==> config.mk <==
export PLATFORM = sky130hd
export DESIGN_NAME = priv_trap_gate
export DESIGN_NICKNAME = d
export VERILOG_FILES = /design/src/rtl/priv_trap_gate.sv
export SDC_FILE = /design/constraint.sdc
export NUM_CORES = 1
export LEC_CHECK = 0
export CAP_MARGIN = 20
export CORE_AREA = 2 2 39 41
export CTS_CLUSTER_SIZE = 40
export DETAILED_ROUTE_END_ITERATION = 6
export DIE_AREA = 0 0 41 43
export PLACE_DENSITY = 0.63
export SKIP_LAST_GASP = 1
export SYNTH_ARGS = -nofsm -noshare
export SYNTH_HDL_FRONTEND = slang
export SYNTH_SLANG_ARGS = --single-unit
==> constraint.sdc <==
create_clock -name clk -period 1.4 [get_ports clk]
set_input_delay 0.28 -clock clk [delete_from_list [all_inputs] [get_ports clk]]
set_output_delay 0.28 -clock clk [all_outputs]
set_load 0.01 [all_outputs]
==> src/rtl/priv_trap_gate.sv <==
module priv_trap_gate #(
  parameter int CAUSE_W = 5,
  parameter logic [CAUSE_W-1:0] ILL_CAUSE  = CAUSE_W'(2),
  parameter logic [CAUSE_W-1:0] VIRT_CAUSE = CAUSE_W'(22)
) (
  input  logic               clk,
  input  logic               rst_n,
  input  logic               req_valid,
  input  logic [1:0]         req_op,
  input  logic [1:0]         cur_priv,
  input  logic               virt_on,
  input  logic               has_smode,
  input  logic               has_hyp,
  input  logic               tw_bit,
  input  logic               tvm_bit,
  input  logic               vtw_bit,
  input  logic               vtvm_bit,
  output logic               halt_req,
  output logic               flush_req,
  output logic               exc_valid,
  output logic [CAUSE_W-1:0] exc_cause
);
  localparam logic [1:0] OP_WFI   = 2'd0;
  localparam logic [1:0] OP_SFENCE = 2'd1;
  localparam logic [1:0] OP_HVVMA = 2'd2;
  localparam logic [1:0] PRV_U = 2'd0;
  localparam logic [1:0] PRV_S = 2'd1;
  localparam logic [1:0] PRV_M = 2'd3;

  wire is_u = cur_priv == PRV_U;
  wire is_s = cur_priv == PRV_S;
  wire is_m = cur_priv == PRV_M;

  wire wfi_ill  = (tw_bit && (is_s || (is_u && !has_smode))) || (has_smode && is_u && !virt_on);
  wire wfi_virt = virt_on && (is_u || (is_s && vtw_bit));
  wire sf_ill   = is_u || (is_s && tvm_bit);
  wire sf_virt  = has_hyp && virt_on && vtvm_bit;
  wire hf_virt  = is_s && virt_on;
  wire hf_go    = is_m || (is_s && !virt_on);
  wire gv_pre   = is_s && !virt_on && tvm_bit;

  logic d_ill, d_virt, d_halt, d_flush;

  always_comb begin
    d_ill = 1'b0; d_virt = 1'b0; d_halt = 1'b0; d_flush = 1'b0;
    if (req_op == OP_WFI) begin
      if (wfi_ill)       d_ill  = 1'b1;
      else if (wfi_virt) d_virt = 1'b1;
      else               d_halt = 1'b1;
    end else if (req_op == OP_SFENCE) begin
      if (sf_ill)        d_ill   = 1'b1;
      else if (sf_virt)  d_virt  = 1'b1;
      else               d_flush = 1'b1;
    end else begin
      if (req_op != OP_HVVMA && gv_pre) d_ill   = 1'b1;
      else if (hf_virt)                 d_virt  = 1'b1;
      else if (hf_go)                   d_flush = 1'b1;
      else                              d_ill   = 1'b1;
    end
  end

  always_ff @(posedge clk) begin
    if (!rst_n) begin
      halt_req  <= 1'b0;
      flush_req <= 1'b0;
      exc_valid <= 1'b0;
      exc_cause <= '0;
    end else begin
      halt_req  <= req_valid && d_halt;
      flush_req <= req_valid && d_flush;
      exc_valid <= req_valid && (d_ill || d_virt);
      exc_cause <= !req_valid ? '0 : d_ill ? ILL_CAUSE : d_virt ? VIRT_CAUSE : '0;
    end
  end

  a_r8_one_outcome: assert property (@(posedge clk) disable iff (!rst_n)
    req_valid |=> $countones({halt_req, flush_req, exc_valid}) == 1);
  a_r8_idle_quiet: assert property (@(posedge clk) disable iff (!rst_n)
    !req_valid |=> !halt_req && !flush_req && !exc_valid && exc_cause == '0);
  a_r8_cause_legal: assert property (@(posedge clk) disable iff (!rst_n)
    exc_valid |-> (exc_cause == ILL_CAUSE || exc_cause == VIRT_CAUSE));
  a_r4_halt_only_wfi: assert property (@(posedge clk) disable iff (!rst_n)
    req_valid && req_op != OP_WFI |=> !halt_req);
  a_r6_user_hfence_ill: assert property (@(posedge clk) disable iff (!rst_n)
    req_valid && req_op[1] && is_u |=> exc_valid && exc_cause == ILL_CAUSE);
  a_r5_user_sfence_ill: assert property (@(posedge clk) disable iff (!rst_n)
    req_valid && req_op == OP_SFENCE && is_u |=> exc_valid && exc_cause == ILL_CAUSE);
  a_r9_reset_quiet: assert property (@(posedge clk)
    !rst_n |=> !halt_req && !flush_req && !exc_valid);
endmodule

==> results of run 1 <==
==> metrics by stage <==
stage	cell area [sq um]	total power, mW	hold slack, ns
2_1_floorplan	333	0.204	0.433
3_5_place_dp	558	0.278	0.957
3_3_place_gp	558	0.278	0.956
4_1_cts	592	0.449	0.618
5_1_grt	597	0.472	0.651
6_report	597	0.444	0.629
==> what timing repair did <==
item,in CTS,in global routing
hold buffers,0,0
pin swaps,1,2
endpoints found under the hold margin,0,0
cloned,0,0
setup endpoints to repair,3,4
resized for setup,9,2
==> layout make-up <==
type,count,area (sq um)
Clock buffer,4,26.3
Fill cell,148,787
Inverter,3,11.3
Multi-Input combinational cell,28,214
Sequential cell,5,100
Tap cell,16,20.0
Timing Repair Buffer,24,225
==> cells in the final DEF, fill, tap and decap left out <==
| master | count |
|---|---|
| sky130_fd_sc_hd__a21oi_1 | 2 |
| sky130_fd_sc_hd__a211o_1 | 1 |
| sky130_fd_sc_hd__nor3_1 | 1 |
| sky130_fd_sc_hd__buf_4 | 5 |
| sky130_fd_sc_hd__a41o_1 | 2 |
| sky130_fd_sc_hd__nand2b_4 | 1 |
| sky130_fd_sc_hd__dlymetal6s2s_1 | 2 |
| sky130_fd_sc_hd__clkbuf_1 | 1 |
| sky130_fd_sc_hd__conb_1 | 2 |
| sky130_fd_sc_hd__clkdlybuf4s50_1 | 11 |
| sky130_fd_sc_hd__o21ai_2 | 1 |
| sky130_fd_sc_hd__a221oi_2 | 1 |
| sky130_fd_sc_hd__a311oi_2 | 1 |
| sky130_fd_sc_hd__a31oi_1 | 1 |
| sky130_fd_sc_hd__nor2b_4 | 1 |
| sky130_fd_sc_hd__nor3b_1 | 1 |
| sky130_fd_sc_hd__inv_1 | 3 |
| sky130_fd_sc_hd__nand2_1 | 1 |
| sky130_fd_sc_hd__o21ai_0 | 2 |
| sky130_fd_sc_hd__nand2b_1 | 3 |
| sky130_fd_sc_hd__nor2_1 | 1 |
| sky130_fd_sc_hd__nand3_1 | 2 |
| sky130_fd_sc_hd__a211o_2 | 1 |
| sky130_fd_sc_hd__nand3b_1 | 1 |
| sky130_fd_sc_hd__dlygate4sd2_1 | 6 |
| sky130_fd_sc_hd__mux2_1 | 1 |
| sky130_fd_sc_hd__dfxtp_1 | 5 |
| sky130_fd_sc_hd__clkbuf_4 | 3 |
| sky130_fd_sc_hd__o211ai_1 | 1 |
==> per-layer routing <==
layer  GRT usage, %  vias to the layer above  part of all wire [%]
met5              0                        -                     0
met4           4.00                        0                     0
met3           7.85                        0                   9.8
met2           15.0                       19                    42
met1           14.8                      173                    48
li1               -                      188                     -
==> synthesized netlist by cell type (all sizes together) <==
cell,instances,share of area (%)
conb,1,1.1
buf,3,6.8
o211ai,1,2.3
a311oi,1,2.7
a21oi,2,3.0
nand2b,4,9.9
dfxtp,5,30
nor2,1,1.1
nand3,2,3.0
a31oi,1,1.9
a211o,2,5.7
inv,3,3.4
a221oi,1,4.6
nor2b,1,2.7
o21ai,3,4.6
a41o,2,6.1
nor3b,1,2.3
nor3,1,1.5
mux2,1,3.4
nand3b,1,2.3
nand2,1,1.1
==> kinds of logic after synthesis <==
family,count (synthesis)
compound gates,13
buf+inv,6
flops,5
mux,1
other cells,1
simple gates,12
==> state kept, by name, summed over array words and instances, names as in the netlist <==
| name | cells |
|---|---|
| exc_cause | 2 |
| exc_valid | 1 |
| flush_req | 1 |
| halt_req | 1 |
==> worst max-delay path by stage <==
stage | slack (ns) | end
finish | 0.04 | halt_req
global route | 0.01 | halt_req
CTS | 0.002 | exc_cause[2]
detailed placement | -0.34 | exc_valid
global placement | -0.36 | exc_valid
floorplan | 0.24 | exc_cause[1]
==> power by group through the flow <==
| stage | Clock [mW] | Combinational, mW | Sequential (mW) |
|---|---|---|---|
| 2_1_floorplan | 0 | 0.0449 | 0.159 |
| 3_3_place_gp | 0 | 0.123 | 0.155 |
| 3_5_place_dp | 0 | 0.124 | 0.155 |
| 4_1_cts | 0.174 | 0.123 | 0.152 |
| 5_1_grt | 0.188 | 0.132 | 0.152 |
| 6_report | 0.169 | 0.123 | 0.152 |
==> results, run 1 <==
- The flow ran to the end, and the final reports show no timing, DRC or antenna violations.
- The per-cell via count in the routed design is 4.75.
- Timing analysis after detailed placement gives a worst setup slack of -0.339 ns.
- By area, the combinational part of the netlist is dominated by compound AO/OA/AOI/OAI gates.
- The area of the core region is 1380 sq um.
- The post-route netlist has 21.9% of its cells at a drive strength greater than 1.
- CTS built an H-tree with a depth of 1.
- The fmax is 738 MHz.
- The all-layer global routing usage is a little under an eighth.
- The combined area of all synthesized cells is about 330 sq um.
- The worst hold path terminates at exc_cause[2].
- Of the total synthesized cell area, the portion taken by AND, OR, NAND and NOR gates is 24.0%.
- Detailed placement finished with a half-perimeter wire length of 699 um.
- After detailed routing, the number of remaining DRC violations is 0.
- The total instance count after detailed placement is 76.
- The wire length of the first global-routing pass is 1320 um.
- For this run, the detailed router's first-pass iteration total came to 4.
- For the final routed database, the setup TNS stands at 0 ns.
- The share of the clock period used by the worst path after layout is a little over nine tenths.
- The count of cell types in the netlist is 24.
- The type of the worst setup path is reg -> out.
- The number of buffers on the longest clock path is 2.
- The number of rows in the core area is 14.
- Setup violations remaining at the end of the flow were counted as 0.
- Once detail routing completed, the nets flagged for antenna violations numbered 0.
- Global routing finished with a remaining overflow of 0.
- Post-CTS timing repair inserted 0 buffers for setup.
- After Yosys synthesis, XOR and XNOR cells account for 0% of the synthesized area.
- Summed over all cells, the static leakage comes to between 0.2 and 0.3 nW.
- The logic gate share of total power is 27.7%.
- The finished layout holds 80 standard cells, fillers aside.
- The largest stage delay on the critical path is 0.52 ns.
- Setup slack on the critical path of the routed design comes to 0.0450 ns.
- The class of the worst hold path is in -> reg.
- The worst path arrival time is 1.08 ns.
- The number of buffer and inverter stages on the critical path is 1.
- The cell internal power dissipation is 0.329 mW.
- The number of global-route vias before repair is between 300 and 400.
- Tracing the worst setup path back leads to its startpoint at halt_req.
- The count of buffers added on input and output ports is 19.
- The reported net switching power is 0.115 mW.
- The clock edge transition at the registers on the reported setup and hold paths is 0.04 ns.
- The portion of synthesized area spent on multiplexers is 3.42%.
- For this block, the initial DRC count from the detailed router was 8.
- For this design, the slowest cell found on the critical path is sky130_fd_sc_hd__clkdlybuf4s50_1.
- On the critical path the largest part of the delay comes from buffers and inverters.
- The fraction of the mapped netlist area in adder cells is 0%.
- For this design the ratio of total power to cell area is 744 nW/um^2.
- The floorplan step defined a die boundary enclosing roughly 1800 sq um.
- The total count of hold-check failures in the final report was 0.
- The clock period could shrink to 1.36 ns.
- The worst hold path depth is 4.
- The total of warnings raised by yosys is 0.
- TritonCTS built the clock tree.
- The count of mapped cells out of synthesis is 38.
- The TritonCTS buffer count is 3.
- The detailed-route wire length is 886 um.
- The starting density of the core is a little under a quarter.
- In the final design database the tool counted about 80 nets.
- The number of antenna repair diodes is 0.
- The critical path goes through clkdlybuf4s50_1.
- STA classifies the critical path endpoint as a primary output.
- Cells fill 43.1% of the core in the end.
- The number of pins exceeding their max-slew limit in the final report is 0.
- The biggest fanout along the worst timing path is 1.
- The total via count in the routed design is 380.
- The logic depth of the worst setup path including buffers is 1.
- The number of sinks handled by clock tree synthesis is 5.
- In this run, synthesis produced a sequential element count of 5.
- The number of antenna violations at the first check in global routing came to 0.
- At the worst endpoint, the required time is 1.12 ns.
- The highest ir drop seen on vdd is around 0.00052 V.
- The weighted congestion reported at the end of routability-driven placement is 0.827.
- The synthesized netlist devotes 30.8% of its cell area to compound gates.
- Pin placement for this block handled 22 I/O pins.
- The die width is 41 um.
- The worst min-delay path startpoint is cur_priv[0].
- The switching part of the total power is between 20% and 30%.
- The routed length per instance is 11.1 um.
- Each instance of the synthesized netlist takes up on average 8.66 sq um.
- The root buffer selected by CTS is sky130_fd_sc_hd__clkbuf_4.
- The tool flagged a number of max-cap violations equal to 0.
- The power share of the clock group is 38.1%.
- The nature of the critical path startpoint is a flop.
- Compared with the post-synthesis result, the final layout area differs by 81.4%.
- The proportion of synthesized chip area in sequential cells is a little under a third.
- Setup repair after global routing left no endpoint under its margin.
- The sequential share of power is 34.2%.
- The floorplan step set the die height to 43 um.
- The largest net degree at the start of global routing is 7.
No activity file was read; power rests on OpenSTA's default activity.
==> run 2, diff against run 1 <==
--- a/config.mk
+++ b/config.mk
@@ -10,7 +10,8 @@
 export CTS_CLUSTER_SIZE = 40
 export DETAILED_ROUTE_END_ITERATION = 6
 export DIE_AREA = 0 0 41 43
-export PLACE_DENSITY = 0.63
+export DONT_BUFFER_PORTS = 1
+export PLACE_DENSITY = 0.42
 export SKIP_LAST_GASP = 1
 export SYNTH_ARGS = -nofsm -noshare
 export SYNTH_HDL_FRONTEND = slang
==> constraint.sdc (replaced) <==
create_clock -name clk -period 1.45 [get_ports clk]
set_input_delay 0.29 -clock clk [delete_from_list [all_inputs] [get_ports clk]]
set_output_delay 0.29 -clock clk [all_outputs]
set_load 0.01 [all_outputs]
==> results, run 2 (same netlist as run 1, synthesis figures left out) <==
- The number of antenna violations at the first check in global routing is 0 (unchanged).
- The total count of hold-check failures in the final report came to 0 (unchanged).
- The per-cell via count in the routed design is 5.21 (was 4.75).
- The root buffer selected by CTS is sky130_fd_sc_hd__clkbuf_4 (unchanged).
- The sequential share of power is 43.2% (was 34.2%).
- The sum of negative setup slack was 0 ns (unchanged).
- Unrepaired setup endpoints after global routing: false (unchanged).
- The largest stage delay on the critical path is 0.33 ns (was 0.52 ns).
- The power share of the clock group came to 44.4% (was 38.1%).
- The all-layer global routing usage was 9.65% (was 11.5%).
- The largest net degree at the start of global routing is 7 (unchanged).
- The count of H-tree levels built during CTS is 1 (unchanged).
- The count of hold buffers inserted by post-cts repair is 0 (unchanged).
- The type of the worst setup path was in -> reg (was reg -> out).
- The class of the worst hold path is in -> reg (unchanged).
- The DRC violation count after routing is 0 (unchanged).
- The number of buffer and inverter stages on the critical path came to 0 (was 1).
- The worst path arrival time is 1.14 ns (was 1.08 ns).
- The number of pins exceeding their max-slew limit in the final report is 0 (unchanged).
- The area of the core region is 1380 sq um (unchanged).
- The total of buffers placed on input and output ports is 0 (was 19).
- The layer with the highest usage was met2 (unchanged).
- The reported net switching power is 0.0828 mW (was 0.115 mW).
- The met1 track utilization from global routing was 10.0% (was 14.8%).
- The weighted congestion reported at the end of routability-driven placement is 0.745 (was 0.827).
- The number of sinks handled by clock tree synthesis came to 5 (unchanged).
- Leading cell types in the layout, fill and taps excluded: 5 x sky130_fd_sc_hd__dfxtp_1, 3 x sky130_fd_sc_hd__inv_1, 3 x sky130_fd_sc_hd__nand2b_1, 3 x sky130_fd_sc_hd__clkbuf_4 (was 11 x sky130_fd_sc_hd__clkdlybuf4s50_1, 6 x sky130_fd_sc_hd__dlygate4sd2_1, 5 x sky130_fd_sc_hd__dfxtp_1, 5 x sky130_fd_sc_hd__buf_4).
- The TritonCTS clock tree is yes (unchanged).
- The TritonCTS buffer count came to 3 (unchanged).
- The standby leakage power was 0.146 nW (was 0.291 nW).
- The cell internal power dissipation was 0.271 mW (was 0.329 mW).
- The layout cell share with drive strength beyond 1 was 17.5% (was 21.9%).
- Run status: completed (unchanged).
- The global route total overflow is 0 (unchanged).
- The number of cells upsized or downsized after cts came to 0 (was 9).
- The worst endpoint required time came to 1.58 ns (was 1.12 ns).
- The routing usage on met2 is 14.7% (was 15.0%).
- The wire length of the first global-routing pass is 1150 um (was 1320 um).
- The number of antenna repair diodes is 0 (unchanged).
- The share of the core filled with cells was 25.8% (was 43.1%).
- The most common cell after layout, fill and taps aside is sky130_fd_sc_hd__dfxtp_1 (was sky130_fd_sc_hd__clkdlybuf4s50_1).
- The ratio of total power to cell area is 991 nW/um^2 (was 744 nW/um^2).
- The antenna violation net count after detailed routing came to 0 (unchanged).
- Series of cell instances along the critical path: nor2b_2, a311oi_1, a221oi_2, a41o_1 (was clkdlybuf4s50_1).
- The top-level I/O count came to 22 (unchanged).
- The clock edge transition at the registers on the reported setup and hold paths is 0.04 ns (about the same).
- The height of the chip came to 43 um (unchanged).
- The master of the slowest instance on the critical path is sky130_fd_sc_hd__a311oi_1 (was sky130_fd_sc_hd__clkdlybuf4s50_1).
- The total setup buffers inserted after CTS came to 0 (unchanged).
- The biggest fanout along the worst timing path is 5 (was 1).
- The number of buffers on the longest clock path came to 2 (unchanged).
- The cell type group with the largest total delay on the critical path is compound AO/OA/AOI/OAI gates (was buffers and inverters).
- The routed length per instance is 14.2 um (was 11.1 um).
- The number of rows in the core area was 14 (unchanged).
- The logic gate share of total power is 12.4% (was 27.7%).
- The total via count in the routed design is 292 (was 380).
- The number of setup violations in the final report is 0 (unchanged).
- The die outline area is 1760 sq um (unchanged).
- The worst path uses 69.8% of the clock period.
- The met3 demand-to-capacity share in global routing is 6.81% (was 7.85%).
- The starting density of the core is 23.8% (unchanged).
- The detailed router's first-iteration violation count is 8 (unchanged).
- The layout-stage area growth over the synthesis result came to 8.36% (was 81.4%).
- The count of nets after finishing is 55 (was 79).
- The detailed-route wire length is 796 um (was 886 um).
- The die width was 41 um (unchanged).
- The length of the first detailed-routing pass in iterations came to 4 (unchanged).
- The smallest clock period supported by the final layout is computed as 1.01 ns.
- The register with the highest flop count is exc_cause (unchanged).
- The highest ir drop seen on vdd came to 0.000480 V (was 0.000523 V).
- The switching part of the total power is 23.4% (was 25.9%).
- The number of global-route vias before repair is 293 (was 340).
- The capturing element type of the critical path is a flop (was primary output).
- The fmax is 987 MHz.
- The nature of the critical path startpoint is an input pin (was flop).
- The number of max-cap violations is 0 (unchanged).
- The number of flip-flops under the largest register name was 2 (unchanged).
[run 2: changes by cell type in the layout (fill, tap and decap cells not counted), sizes merged]
cell,change
dlymetal6s2s,-2
buf,-5
clkdlybuf4s50,-11
dlygate4sd2,-6
[run 2: through the flow]
stage / power, mW / setup WS [ns] / instances / instance area (sq um) / hold WS, ns
after floorplan: 0.197 / 0.277 / 39 / 333 / 0.443
after global placement: 0.198 / 0.221 / 52 / 330 / 0.452
after detailed placement: 0.199 / 0.205 / 52 / 330 / 0.456
after CTS: 0.363 / 0.450 / 56 / 357 / 0.202
after global routing: 0.381 / 0.434 / 56 / 357 / 0.205
final: 0.354 / 0.437 / 56 / 357 / 0.212
[run 2: metal layers]
layer / part of all wire, % / up-vias
met3: 10 / 0
met5: 0 / -
met1: 37 / 137
li1: - / 139
met4: 0 / 0
met2: 53 / 16
[run 2: final cells by class]
| class | instances | area [sq um] |
|---|---|---|
| well taps | 16 | 20.0 |
| multi-input cells | 28 | 199 |
| fillers | 159 | 1030 |
| inverters | 3 | 11.3 |
| clock buffers | 4 | 26.3 |
| flip-flops and latches | 5 | 100 |
[run 2: path summary, 6_finish.rpt]
check | start | end | slack [ns] | depth (start not counted)
hold / removal | req_valid | exc_cause[1] | 0.21 | 1
setup / recovery | virt_on | exc_valid | 0.44 | 4
[run 2: power groups by stage]
stage | sequential [mW] | combinational, mW | clock [mW]
4_1_cts | 0.153 | 0.0437 | 0.167
3_3_place_gp | 0.155 | 0.0427 | 0
2_1_floorplan | 0.153 | 0.0433 | 0
5_1_grt | 0.153 | 0.0487 | 0.180
6_report | 0.153 | 0.0438 | 0.157
3_5_place_dp | 0.155 | 0.0434 | 0
